<file path="src/rtl/vctune_pkg.sv">
package vctune_pkg;

    // Progress through one serial frame
    typedef enum logic [2:0] {
        ST_IDLE = 3'd0,
        ST_CMD  = 3'd1,
        ST_PAD  = 3'd2,
        ST_FULL = 3'd3,
        ST_OVER = 3'd4
    } rx_state_t;

endpackage

</file>
<file path="src/rtl/vt_pin_sync.sv">
module vt_pin_sync #(
    parameter int STAGES = 2,
    parameter int W      = 3
) (
    input  logic         clk,
    input  logic         rst_n,
    input  logic [W-1:0] pin_i,
    output logic [W-1:0] lvl_o,
    output logic [W-1:0] rise_o,
    output logic [W-1:0] fall_o
);

    generate
        for (genvar p = 0; p < W; p++) begin : g_pin
            // chain[STAGES-1] is the synchronised level, chain[STAGES] its previous value
            logic [STAGES:0] chain;

            always_ff @(posedge clk or negedge rst_n) begin
                if (!rst_n) begin
                    chain <= '0;
                end else begin
                    chain <= {chain[STAGES-1:0], pin_i[p]};
                end
            end

            assign lvl_o[p]  = chain[STAGES-1];
            assign rise_o[p] = chain[STAGES-1] & ~chain[STAGES];
            assign fall_o[p] = ~chain[STAGES-1] & chain[STAGES];
        end
    endgenerate

endmodule

</file>
<file path="src/rtl/vt_frame_fsm.sv">
module vt_frame_fsm
    import vctune_pkg::*;
#(
    parameter int FRAME_LEN = 16,
    parameter int CMD_W     = 8,
    parameter int CNT_W     = $clog2(FRAME_LEN + 2)
) (
    input  logic             clk,
    input  logic             rst_n,
    input  logic             bit_rise_i,
    input  logic             bit_dat_i,
    input  logic             strobe_fall_i,
    output logic             commit_o,
    output logic             error_o,
    output logic [CMD_W-1:0] cmd_o,
    output logic [CNT_W-1:0] cnt_o
);

    localparam logic [CNT_W-1:0] CMD_LAST   = CNT_W'(CMD_W - 1);
    localparam logic [CNT_W-1:0] FRAME_LAST = CNT_W'(FRAME_LEN - 1);
    localparam logic [CNT_W-1:0] CNT_SAT    = CNT_W'(FRAME_LEN + 1);

    rx_state_t        state, nxt;
    logic [CNT_W-1:0] cnt;
    logic [CMD_W-1:0] cmd;
    logic             take_bit;

    // State register
    always_ff @(posedge clk or negedge rst_n) begin
        if (!rst_n) begin
            state <= ST_IDLE;
        end else begin
            state <= nxt;
        end
    end

    // Next state; the strobe fall wins over a bit in the same cycle
    always_comb begin
        nxt = state;
        unique case (state)
            ST_IDLE: begin
                if (strobe_fall_i)   nxt = ST_IDLE;
                else if (bit_rise_i) nxt = ST_CMD;
            end
            ST_CMD: begin
                if (strobe_fall_i)                       nxt = ST_IDLE;
                else if (bit_rise_i && cnt == CMD_LAST)  nxt = ST_PAD;
            end
            ST_PAD: begin
                if (strobe_fall_i)                        nxt = ST_IDLE;
                else if (bit_rise_i && cnt == FRAME_LAST) nxt = ST_FULL;
            end
            ST_FULL: begin
                if (strobe_fall_i)   nxt = ST_IDLE;
                else if (bit_rise_i) nxt = ST_OVER;
            end
            ST_OVER: begin
                if (strobe_fall_i)   nxt = ST_IDLE;
            end
            default: nxt = ST_IDLE;
        endcase
    end

    // Bit counter and command shifter
    assign take_bit = bit_rise_i && !strobe_fall_i &&
                      (state == ST_IDLE || state == ST_CMD);

    always_ff @(posedge clk or negedge rst_n) begin
        if (!rst_n) begin
            cnt <= '0;
            cmd <= '0;
        end else begin
            if (strobe_fall_i) begin
                cnt <= '0;
            end else if (bit_rise_i && cnt != CNT_SAT) begin
                cnt <= cnt + 1'b1;
            end
            if (take_bit) begin
                cmd <= {cmd[CMD_W-2:0], bit_dat_i};
            end
        end
    end

    // Registered frame outcome
    always_ff @(posedge clk or negedge rst_n) begin
        if (!rst_n) begin
            commit_o <= 1'b0;
            error_o  <= 1'b0;
        end else begin
            commit_o <= strobe_fall_i && (state == ST_FULL);
            error_o  <= strobe_fall_i && (state != ST_FULL);
        end
    end

    assign cmd_o = cmd;
    assign cnt_o = cnt;

endmodule

</file>
<file path="src/rtl/vt_code_map.sv">
module vt_code_map #(
    parameter int CMD_W = 8
) (
    input  logic             clk,
    input  logic             rst_n,
    input  logic             commit_i,
    input  logic             error_i,
    input  logic [CMD_W-1:0] cmd_i,
    output logic [CMD_W-1:0] code_o,
    output logic             valid_o,
    output logic             err_o
);

    localparam logic [CMD_W-1:0] MID_CODE = {1'b1, {(CMD_W-1){1'b0}}};

    always_ff @(posedge clk or negedge rst_n) begin
        if (!rst_n) begin
            code_o  <= MID_CODE;
            valid_o <= 1'b0;
            err_o   <= 1'b0;
        end else begin
            valid_o <= commit_i;
            err_o   <= error_i;
            if (commit_i) begin
                // two's complement to offset binary
                code_o <= cmd_i ^ MID_CODE;
            end
        end
    end

endmodule

</file>
<file path="src/rtl/vcxo_tune_rx.sv">
module vcxo_tune_rx #(
    parameter int FRAME_LEN   = 16,
    parameter int CMD_W       = 8,
    parameter int SYNC_STAGES = 2
) (
    input  logic             clk,
    input  logic             rst_n,
    input  logic             ser_clk,
    input  logic             ser_dat,
    input  logic             ser_le,
    output logic [CMD_W-1:0] dac_code,
    output logic             dac_valid,
    output logic             frame_err
);

    localparam int CNT_W = $clog2(FRAME_LEN + 2);
    localparam int P_CLK = 0;
    localparam int P_DAT = 1;
    localparam int P_LE  = 2;

    logic [2:0]       pins, lvl, rise, fall;
    logic             fsm_commit, fsm_error;
    logic [CMD_W-1:0] fsm_cmd;
    logic [CNT_W-1:0] fsm_cnt;
    logic             sync_unused;

    assign pins = {ser_le, ser_dat, ser_clk};

    vt_pin_sync #(.STAGES(SYNC_STAGES), .W(3)) u_sync (
        .clk    (clk),
        .rst_n  (rst_n),
        .pin_i  (pins),
        .lvl_o  (lvl),
        .rise_o (rise),
        .fall_o (fall)
    );

    assign sync_unused = ^{lvl[P_CLK], lvl[P_LE], rise[P_DAT], rise[P_LE],
                           fall[P_CLK], fall[P_DAT]};

    vt_frame_fsm #(.FRAME_LEN(FRAME_LEN), .CMD_W(CMD_W), .CNT_W(CNT_W)) u_fsm (
        .clk           (clk),
        .rst_n         (rst_n),
        .bit_rise_i    (rise[P_CLK]),
        .bit_dat_i     (lvl[P_DAT]),
        .strobe_fall_i (fall[P_LE]),
        .commit_o      (fsm_commit),
        .error_o       (fsm_error),
        .cmd_o         (fsm_cmd),
        .cnt_o         (fsm_cnt)
    );

    vt_code_map #(.CMD_W(CMD_W)) u_map (
        .clk      (clk),
        .rst_n    (rst_n),
        .commit_i (fsm_commit),
        .error_i  (fsm_error),
        .cmd_i    (fsm_cmd),
        .code_o   (dac_code),
        .valid_o  (dac_valid),
        .err_o    (frame_err)
    );

endmodule

</file>
<file path="config.mk">
export PLATFORM = sky130hd
export DESIGN_NAME = vcxo_tune_rx
export DESIGN_NICKNAME = d
export VERILOG_FILES = /design/src/rtl/vctune_pkg.sv /design/src/rtl/vt_pin_sync.sv /design/src/rtl/vt_frame_fsm.sv /design/src/rtl/vt_code_map.sv /design/src/rtl/vcxo_tune_rx.sv
export SDC_FILE = /design/constraint.sdc
export NUM_CORES = 1
export LEC_CHECK = 0
export ABC_AREA = 1
export BUFFER_PORTS_ARGS = -buffer_cell sky130_fd_sc_hd__buf_2
export CAP_MARGIN = 20
export CORE_UTILIZATION = 30
export DETAILED_ROUTE_END_ITERATION = 12
export GPL_TIMING_DRIVEN = 0
export HOLD_SLACK_MARGIN = 0.03
export PLACE_DENSITY = 0.54
export SLEW_MARGIN = 20
export SYNTH_ARGS = -nofsm -noshare
export SYNTH_HDL_FRONTEND = slang
export SYNTH_SLANG_ARGS = --single-unit
</file>
<file path="constraint.sdc">
create_clock -name clk -period 2.6 [get_ports clk]
set_clock_uncertainty 0.1 [all_clocks]
set_input_delay 0.13 -clock clk [delete_from_list [all_inputs] [get_ports clk]]
set_output_delay 0.13 -clock clk [all_outputs]
set_load 0.01 [all_outputs]
</file>
Yosys cells after proc, flatten, opt, wreduce, memory -nomap -nowiden

Cells that the tools add are included.

Register bits after elaboration: 36
Latch bits: 0
RAM bits: 0
Bits in read-only memories: 0
Output and inout bits: 10
Word-level logic and storage cells: 54
Memories: 0

Add/sub/neg operators: 1
Multiply operators: 0
Div/mod/pow operators: 0
Magnitude comparators: 0
Equality and inequality tests: 13
Shift-type cells: 0
Muxes and demuxes: 12
Bitwise logic cells: 5
Reduce and logical (&&, ||, !) cells: 12

Operators by type and width:

| operator              | number |
|---|---|
| $mux W3               | 9 |
| $pmux W3 S5           | 1 |
| $ne A3 B1 Y1 const B  | 4 |
| $mux W5               | 2 |
| $logic_and A1 B1 Y1   | 7 |
| $eq A3 B2 Y1 const B  | 2 |
| $add A5 B1 Y5 const B | 1 |
| $eq A5 B3 Y1 const B  | 1 |
| $eq A5 B4 Y1 const B  | 1 |
| $ne A5 B5 Y1 const B  | 1 |
| $reduce_and A5 Y1     | 1 |
| $eq A3 B1 Y1 const B  | 1 |
| $eq A3 B3 Y1 const B  | 1 |
| $logic_not A3 Y1      | 1 |
| $ne A3 B2 Y1 const B  | 1 |
| $not A1 Y1            | 3 |
| $and A1 B1 Y1         | 2 |
| $ne A2 B1 Y1 const B  | 1 |
| $reduce_bool A2 Y1    | 1 |
| $logic_not A1 Y1      | 1 |
| $logic_or A1 B1 Y1    | 1 |

Logic depth before layout (Yosys ltp)

Gate-level depths: netlist of run 1.

Depth after elaboration: 6
Depth in mapped cells: 10
Gate-level depth less buffers: 10

By module

From an unflattened synthesis of run 1, not the netlist that was laid out.

Cell total of the unflattened synthesis: 170
Area, all modules: 1597.8 µm²

Modules (own cells, without submodules):

| module       | instances | cells each | area an instance (µm²) | seq. area each (µm²) |
|---|---|---|---|---|
| vt_frame_fsm | 1         | 109        | 944.7                  | 450.4 |
| vt_code_map  | 1         | 37         | 360.3                  | 251.5 |
| vt_pin_sync  | 1         | 24         | 292.8                  | 225.2 |

Least setup slack after synthesis of run 1

Ideal clock, no wire load.

Path type: register to register
Start point: register u_fsm.cnt[0] (netlist: u_fsm.cnt_o[0])
End point: register u_fsm.state[1]
Library setup time: 0.117 ns
Arrival: 1.323 ns
Required time: 2.383 ns
Slack: 1.060 ns
Stages on the path, launching flop included: 9
Path buffers: 0
Period minus slack after synthesis: 1.540 ns
Cells stage by stage: dfrtp_1 ha_1 nand2_1 nor2_1 ha_1 o21ai_0 nand4_1 nand3_1 nand2_1

Longest elaborated chain between the ends: 4
Elaborated cells on any way between the ends: 7
Those cells by class: 4 x eq/ne; 3 x reduce/logical

Ends and longest elaborated chain:

| what                                          | line                                   | RTL |
|---|---|---|
| start: declaration                            | vt_frame_fsm.sv:24                     | `logic [CNT_W-1:0] cnt;` |
| start signal: assignment                      | vt_frame_fsm.sv:76                     | `cnt <= cnt + 1'b1;` |
| $eq A5 B3 Y1 or $eq A5 B4 Y1 (tied branches)  | vt_frame_fsm.sv:47, vt_frame_fsm.sv:51 |  |
| $logic_and A1 B1 Y1, on equally long branches | vt_frame_fsm.sv:47, vt_frame_fsm.sv:51 |  |
| $ne A3 B1 Y1 (no line)                        | -                                      |  |
| $reduce_and A5 Y1 (no line) *                 | -                                      |  |
| end signal: assignment                        | vt_frame_fsm.sv:33                     | `state <= nxt;` |
| end: declaration                              | vt_frame_fsm.sv:23                     | `rx_state_t state, nxt;` |

Mark *: on every way between the ends. The rest lies on a longest branch, timed or not.
A chain may end at the register's enable or synchronous reset.

Worst setup path in the final report of run 1

Start point: register u_fsm.cnt[0] (netlist: u_fsm.cnt_o[0])
End point: register u_fsm.state[0]

The elaborated chain is that of the path after synthesis.

==> results_dict.tcl, run 1 <==
set metrics [dict create \
    status "complete, no violations" \
    ys.flop_type "dfrtp_1" \
    maxSlewHeadroom_pct 48.1 \
    dp.cells 230 \
    p_sw_share_pct 33.1 \
    ant_nets 0 \
    grt-ovfl-total 0 \
    p_switching_uw 567 \
    hold_path.class "flip-flop to flip-flop" \
    die_w_um 72.7 \
    rows 25 \
    whs_path_depth 0 \
    cts_buffer_depth 2 \
    leakage_nw 0.909 \
    finalCritPeriodShare_pct 65.2 \
    syn_avg_cell_area_sq_um 10.1 \
    drt-total-wl_um 2360 \
    drive_gt1_share_pct 24.6 \
    dr.pass1.iters 4 \
    place_hpwl_um 1610 \
    final.setup.tns_ps 0 \
    layout.nets 182 \
    worst-path-buf-inv 0 \
    crit_family "simple AND/OR/NAND/NOR gates" \
    num_antenna_cells 0 \
    netlist_area_sq_um 1500 \
    critPathKind "flip-flop to flip-flop" \
    power_frac_comb_pct 27.6 \
    worst_pin_slew_ps 779 \
    cp_max_fo 4 \
    synth_area_leader_cell "dfrtp_1" \
    power_density_nw_per_um2 958 \
    ff_latch_area_sq_um 902 \
    via_per_inst 4.19 \
    worstPathRequired_ps 2670 \
    final-max-slew-violation-count 0 \
    critPathMaxStageDelay_ps 420 \
    h-tree-depth 2 \
    drc_errors 0 \
    fin_crit_ps 1700 \
    end_kind "flip-flop" \
    cts_tree "built" \
    synthArstFlopShare_pct 100 \
    preCtsSetupSlack_ps 902 \
    synth-seq-cells 36 \
    die_h_um 72.7 \
    postSynthNetCount 157 \
    setup_viol 0 \
    grt_max_degree 37 \
    synth_top_area_share_pct 58.5 \
    synth_area_leaders "dfrtp_1 58%, nand2_1 7.0%, nor2_1 4.8%, inv_1 4.3%, nand3_1 3.0%" \
    grtUsageTotal_pct 10.8 \
    rsz0062_at_grt "no" \
    critical_path_arrival_ps 1770 \
    synth_common_cells "35 x dfrtp_1, 28 x nand2_1, 19 x nor2_1, 17 x inv_1, 9 x nand3_1" \
    num_vias 1014 \
    worstPathCellList "ha_1, nand2_1, nor2_1, ha_1, o21ai_0, nand4_1, nand3_1, nand2_1" \
    initial_core_util_pct 31.5 \
    multiInputGateArea_sq_um 494 \
    hold_violations 0 \
    cts.sink_count 36 \
    drt-initial-drc-count 65 \
    p_clk_share_pct 23.9 \
    pwr-share-seq_pct 48.5 \
    grt_pass1_vias 963 \
    stdcell_count 242 \
    cts_resized 0 \
    slowest_stage "dfrtp_1" \
    p_int_mw 1.14 \
    core_area_sq_um 4750 \
    synth.most_common_cell "dfrtp_1" \
    grt_pass1_wl_um 4300 \
    filler_cell_count 502 \
    tritoncts.num_buffers 5 \
    ys_types 22 \
    die_area_sq_um 5280 \
    drv_cap 0 \
    final_core_util_pct 37.6 \
    io_buffers 14 \
    cts.reportedPaths.clkPinSlew_ps 70 \
    max_freq_ghz 0.590 \
    yosys_warnings 0 \
    wl_per_cell_um 9.74 \
    ff2ff_setup_slack_ps 900 \
    gp_congestion 0.758 \
    layout_setup_ws_ps 904 \
    reg2reg_depth 8 \
    start_kind "flip-flop" \
    io_pins 15 \
    seq_area_frac_synth_pct 60.2 \
    timing.hold.ws_ps 242 \
    vdd_ir_drop_max_mv 0.323 \
    cts_root_buffer "clkbuf_8" \
    synth_edf_count 0 \
    insertion_delay_ps 280 \
    area_growth_pct 19.2 \
    syn_inst 149 \
    crit_cells 8 \
    antenna_found_initial 0 \
]
power groups by stage:
stage	logic, mW	clock network (mW)	registers (mW)
CTS	0.482	0.427	0.833
global placement	0.470	0	0.839
floorplan	0.318	0	0.858
global route	0.551	0.453	0.855
detailed placement	0.475	0	0.843
finish	0.473	0.408	0.830
per-stage QoR:
step / area (sq um) / power [mW]
floorplan: 1500 / 1.18
global placement: 1650 / 1.31
detailed placement: 1650 / 1.32
CTS: 1790 / 1.74
global route: 1790 / 1.86
finish: 1790 / 1.71
cell type report:
type | count | area share, %
repair buffers | 18 | 6.17
plain buffers | 2 | 0.911
well taps | 67 | 4.70
clock inverters | 1 | 0.420
multi-input cells | 89 | 27.7
inverters | 22 | 4.77
clock buffers | 7 | 4.84
flip-flops and latches | 36 | 50.5
cells in the final DEF, fill, tap and decap left out:
| cell | netlist | final |
|---|---|---|
| a31oi_1 | 1 | 1 |
| ha_1 | 3 | 3 |
| o21ai_1 | 1 | 1 |
| o21ai_2 | 5 | 5 |
| nand4_1 | 2 | 2 |
| inv_2 | 4 | 4 |
| clkinvlp_4 | 0 | 1 |
| clkbuf_1 | 0 | 1 |
| clkbuf_8 | 0 | 6 |
| buf_2 | 1 | 15 |
| buf_6 | 1 | 1 |
| nand3_4 | 1 | 1 |
| inv_4 | 1 | 1 |
| o21ai_0 | 2 | 2 |
| dfstp_2 | 1 | 1 |
| nand2_1 | 28 | 28 |
| a21oi_1 | 8 | 8 |
| xor2_1 | 2 | 2 |
| inv_1 | 17 | 17 |
| a21oi_2 | 3 | 3 |
| nand3_1 | 9 | 9 |
| mux2_2 | 3 | 3 |
| nor2_1 | 19 | 19 |
| dlygate4sd3_1 | 0 | 4 |
| nand2_4 | 2 | 2 |
| dfrtp_1 | 35 | 35 |
path summary, 6_finish.rpt:
check	to	start
setup / recovery	u_fsm.state[0]$_DFFE_PN0P_	u_fsm.cnt_o[0]$_DFFE_PN0P_
hold / removal	u_sync.g_pin[2].chain[1]$_DFF_PN0_	u_sync.g_pin[2].chain[0]$_DFF_PN0_
setup reg to reg	u_fsm.state[0]$_DFFE_PN0P_	u_fsm.cnt_o[0]$_DFFE_PN0P_
hold reg to reg	u_sync.g_pin[2].chain[1]$_DFF_PN0_	u_sync.g_pin[2].chain[0]$_DFF_PN0_
max in group asynchronous	u_fsm.cnt_o[3]$_DFFE_PN0P_	rst_n
min in group asynchronous	u_map.err_o$_DFF_PN0_	rst_n
worst register-to-register path: stages, from the launching register on:
cell and delay [ps]:
dfrtp_1 420, ha_1 220, nand2_1 110, nor2_1 60
ha_1 170, o21ai_0 140, nand4_1 180, nand3_1 130
nand2_1 60
state kept, by name, summed over array words and instances (netlist names):
signal and cells:
u_map.valid_o 1, u_fsm.state 3, u_fsm.cmd_o 8, u_fsm.commit_o 1, u_fsm.cnt_o 5, u_map.code_o 8
u_fsm.error_o 1, u_sync.g_pin.chain 8, u_map.err_o 1
metal layers:
metal	wire [um]	part of all wire (%)	GRT usage (%)	up-vias
li1	-	-	-	522
met1	1190	50	13.9	473
met2	1060	45	16.7	16
met3	76	3.2	3.73	3
met4	30	1.3	4.58	0
met5	0	0	0	-
logic make-up (layout without fill, tap and decap cells):
kind of cell    count (synthesis)  count (layout)  share of synthesized area, %
simple gates                   61              61                          18.3
flops                          36              36                          60.2
buf+inv                        24              50                          6.77
compound gates                 20              20                          8.77
fa+ha+maj                       3               3                          2.51
mux                             3               3                          2.26
xor+xnor                        2               2                          1.17
repair_timing:
| action | 4_1_cts | 5_1_grt |
|---|---|---|
| endpoints found under the setup margin | 0 | 0 |
| hold buffers | 4 | 0 |
| endpoints found under the hold margin | 38 | 0 |
| setup buffers | 0 | 0 |
Note: power is estimated with default switching activity, not from simulation.
==> run 2, diff against run 1 <==
- ABC_AREA: 1 -> 0
- PLACE_DENSITY: 0.54 -> 0.56
- clock period: 2.6 -> 1.5 ns (I/O delays scaled with it)
==> run 2 against run 1 <==
Net effect:
- the run now ends with negative setup slack left
- cell count decreased by 24%
- die area is 6.3% lower
- via count is 14% lower
- largest cell class unchanged
==> results_dict.tcl, run 2 <==
set metrics [dict create \
    status "complete, but fails checks" \
    violations "negative setup slack" \
    grtUsageTotal_pct 11.1 \
    cpMostUsedCell "ha_4" \
    power_density_nw_per_um2 1180 \
    insertion_delay_ps 280 \
    reg2reg_depth 6 \
    layout_setup_ws_ps -29.5 \
    wl_per_cell_um 13.3 \
    critPathKind "flip-flop to flip-flop" \
    cts_tree "built" \
    timing.hold.ws_ps 249 \
    fin_area_sq_um 1820 \
    synth.most_common_cell "dfrtp_1" \
    grt_pass1_vias 883 \
    critPathMaxStageDelay_ps 440 \
    ys_types 31 \
    ant_nets 0 \
    postSynthNetCount 106 \
    final_core_util_pct 41.2 \
    fin_crit_ps 1530 \
    via_per_inst 4.73 \
    drv_cap 0 \
    rows 24 \
    yosys_warnings 0 \
    p_int_mw 1.62 \
    dpl_cell_area_sq_um 1550 \
    core_area_sq_um 4410 \
    maxSlewHeadroom_pct 48.6 \
    layout_common_cells "33 x dfrtp_1, 14 x buf_2, 9 x buf_4, 8 x mux2_4, 7 x mux2_2" \
    slowest_stage "dfrtp_1" \
    critical_path_arrival_ps 1610 \
    preCtsSetupSlack_ps -307 \
    synth_edf_count 0 \
    io_pins 15 \
    crit_family "flip-flops" \
    synth_top_area_share_pct 62.6 \
    p_total_mw 2.14 \
    leakage_nw 0.859 \
    initial_core_util_pct 31.7 \
    drive_gt1_share_pct 47.0 \
    area_growth_pct 29.8 \
    p_switching_uw 523 \
    syn_avg_cell_area_sq_um 14.3 \
    tritoncts.num_buffers 5 \
    worst-path-buf-inv 1 \
    io_buffers 14 \
    vdd_ir_drop_max_mv 0.797 \
    hold_path.class "flip-flop to flip-flop" \
    power_frac_comb_pct 14.1 \
    cp_max_fo 3 \
    layout.nets 139 \
    dr.pass1.iters 4 \
    num_vias 870 \
    mostFrequentLayoutCell "dfrtp_1" \
    worstPathRequired_ps 1580 \
    synth_area_leader_cell "dfrtp_1" \
    synth_area_leaders "dfrtp_1 63%, mux2_2 12%, ha_1 2.7%, dfstp_2 1.9%, nor2_1 1.6%" \
    h-tree-depth 2 \
    antenna_found_initial 0 \
    synthArstFlopShare_pct 100 \
    final-max-slew-violation-count 0 \
    ys.flop_type "dfrtp_1" \
    rsz0062_at_grt "yes" \
    drt-initial-drc-count 25 \
    finalCritPeriodShare_pct 102 \
    gp_congestion 0.803 \
    grt_max_degree 37 \
    final.setup.tns_ps -29.5 \
    p_sw_share_pct 24.4 \
    grt-ovfl-total 0 \
    filler_cell_count 416 \
    seq_area_frac_synth_pct 64.4 \
    max_freq_ghz 0.654 \
    p_clk_share_pct 30.2 \
    cts.sink_count 36 \
    whs_path_depth 0 \
    end_kind "flip-flop" \
    place_hpwl_um 1440 \
    grt_pass1_wl_um 4170 \
    cts.reportedPaths.clkPinSlew_ps 70 \
    hold_violations 0 \
    syn_inst 98 \
    die_w_um 70.3 \
    stdcell_count 184 \
    netlist_area_sq_um 1400 \
    worstPathCellList "ha_4, and3_4, ha_4, inv_2, o21ai_1, o221a_2" \
    die_area_sq_um 4940 \
    synth-seq-cells 36 \
    start_kind "flip-flop" \
    pwr-share-seq_pct 55.7 \
    drc_errors 0 \
    drt-total-wl_um 2450 \
    crit_cells 6 \
    synth_common_cells "35 x dfrtp_1, 15 x mux2_2, 6 x nor2_1, 5 x inv_1, 4 x o21ai_0" \
    cts_buffer_depth 2 \
    setup_viol 1 \
    die_h_um 70.3 \
    cts_root_buffer "clkbuf_8" \
    dp.cells 164 \
    worst_pin_slew_ps 771 \
    num_antenna_cells 0 \
]
[run 2: changes by cell type after synthesis, sizes merged, moves of 2 or more]
cell and change:
nand2 -30, nand4 -2, a21oi -8, inv -17
o21ai -4, or3 +3, nor2 -13, nor2b +2
clkbuf +2, mux2 +12, xor2 -2, nand3 -9
[run 2: what timing repair did]
action,in CTS,in global routing
hold endpoints to repair,38,0
endpoints found under the setup margin,12,14
resized for setup,18,6
hold buffers,4,0
pin swaps,4,2
setup buffers,5,5
[run 2: path summary, 6_finish.rpt]
path | from | end | slack (ps)
worst min-delay path | u_sync.g_pin[2].chain[0]$_DFF_PN0_ | u_sync.g_pin[2].chain[1]$_DFF_PN0_ | 250
worst max-delay path | u_fsm.cnt_o[0]$_DFFE_PN0P_ | u_fsm.state[0]$_DFFE_PN0P_ | -30
worst max register to register | u_fsm.cnt_o[0]$_DFFE_PN0P_ | u_fsm.state[0]$_DFFE_PN0P_ | -30
max in group asynchronous | rst_n | u_fsm.state[1]$_DFFE_PN0P_ | 450
min in group asynchronous | rst_n | u_map.code_o[6]$_DFFE_PN0P_ | 310
worst min register to register | u_sync.g_pin[2].chain[0]$_DFF_PN0_ | u_sync.g_pin[2].chain[1]$_DFF_PN0_ | 250
[run 2: routing by layer]
metal,global-route usage (%),up-vias,routed length [um]
met1,14.9,426,1150
met5,0,-,0
met3,4.04,10,107
met4,6.67,0,58
li1,-,412,-
met2,15.2,22,1130
[run 2: cell families (layout without fill, tap and decap cells)]
family,Yosys count,count (layout),synth area share [%]
multiplexers,16,16,12.8
AO/OA/AOI/OAI,15,15,7.60
AND/OR/NAND/NOR,20,20,9.83
flip-flops,36,36,64.4
buffers and inverters,8,42,2.68
adder cells (fa/ha/maj),3,3,2.68
[run 2: layout make-up]
class | instances | area (sq um) | area share [%]
tap | 52 | 65.1 | 3.58
timing repair buffer | 28 | 189 | 10.4
sequential | 36 | 905 | 49.8
multi-input combinational | 54 | 554 | 30.5
inverter | 5 | 18.8 | 1.03
buffer | 1 | 3.75 | 0.207
clock buffer | 7 | 76.3 | 4.20
clock inverter | 1 | 5.00 | 0.275
[run 2: power groups by stage]
stage	registers, mW	clock network, mW	logic (mW)
after floorplan	1.17	0	0.154
after detailed placement	1.19	0	0.202
after global routing	1.21	0.714	0.336
final	1.19	0.646	0.302
after CTS	1.19	0.678	0.289
after global placement	1.19	0	0.190
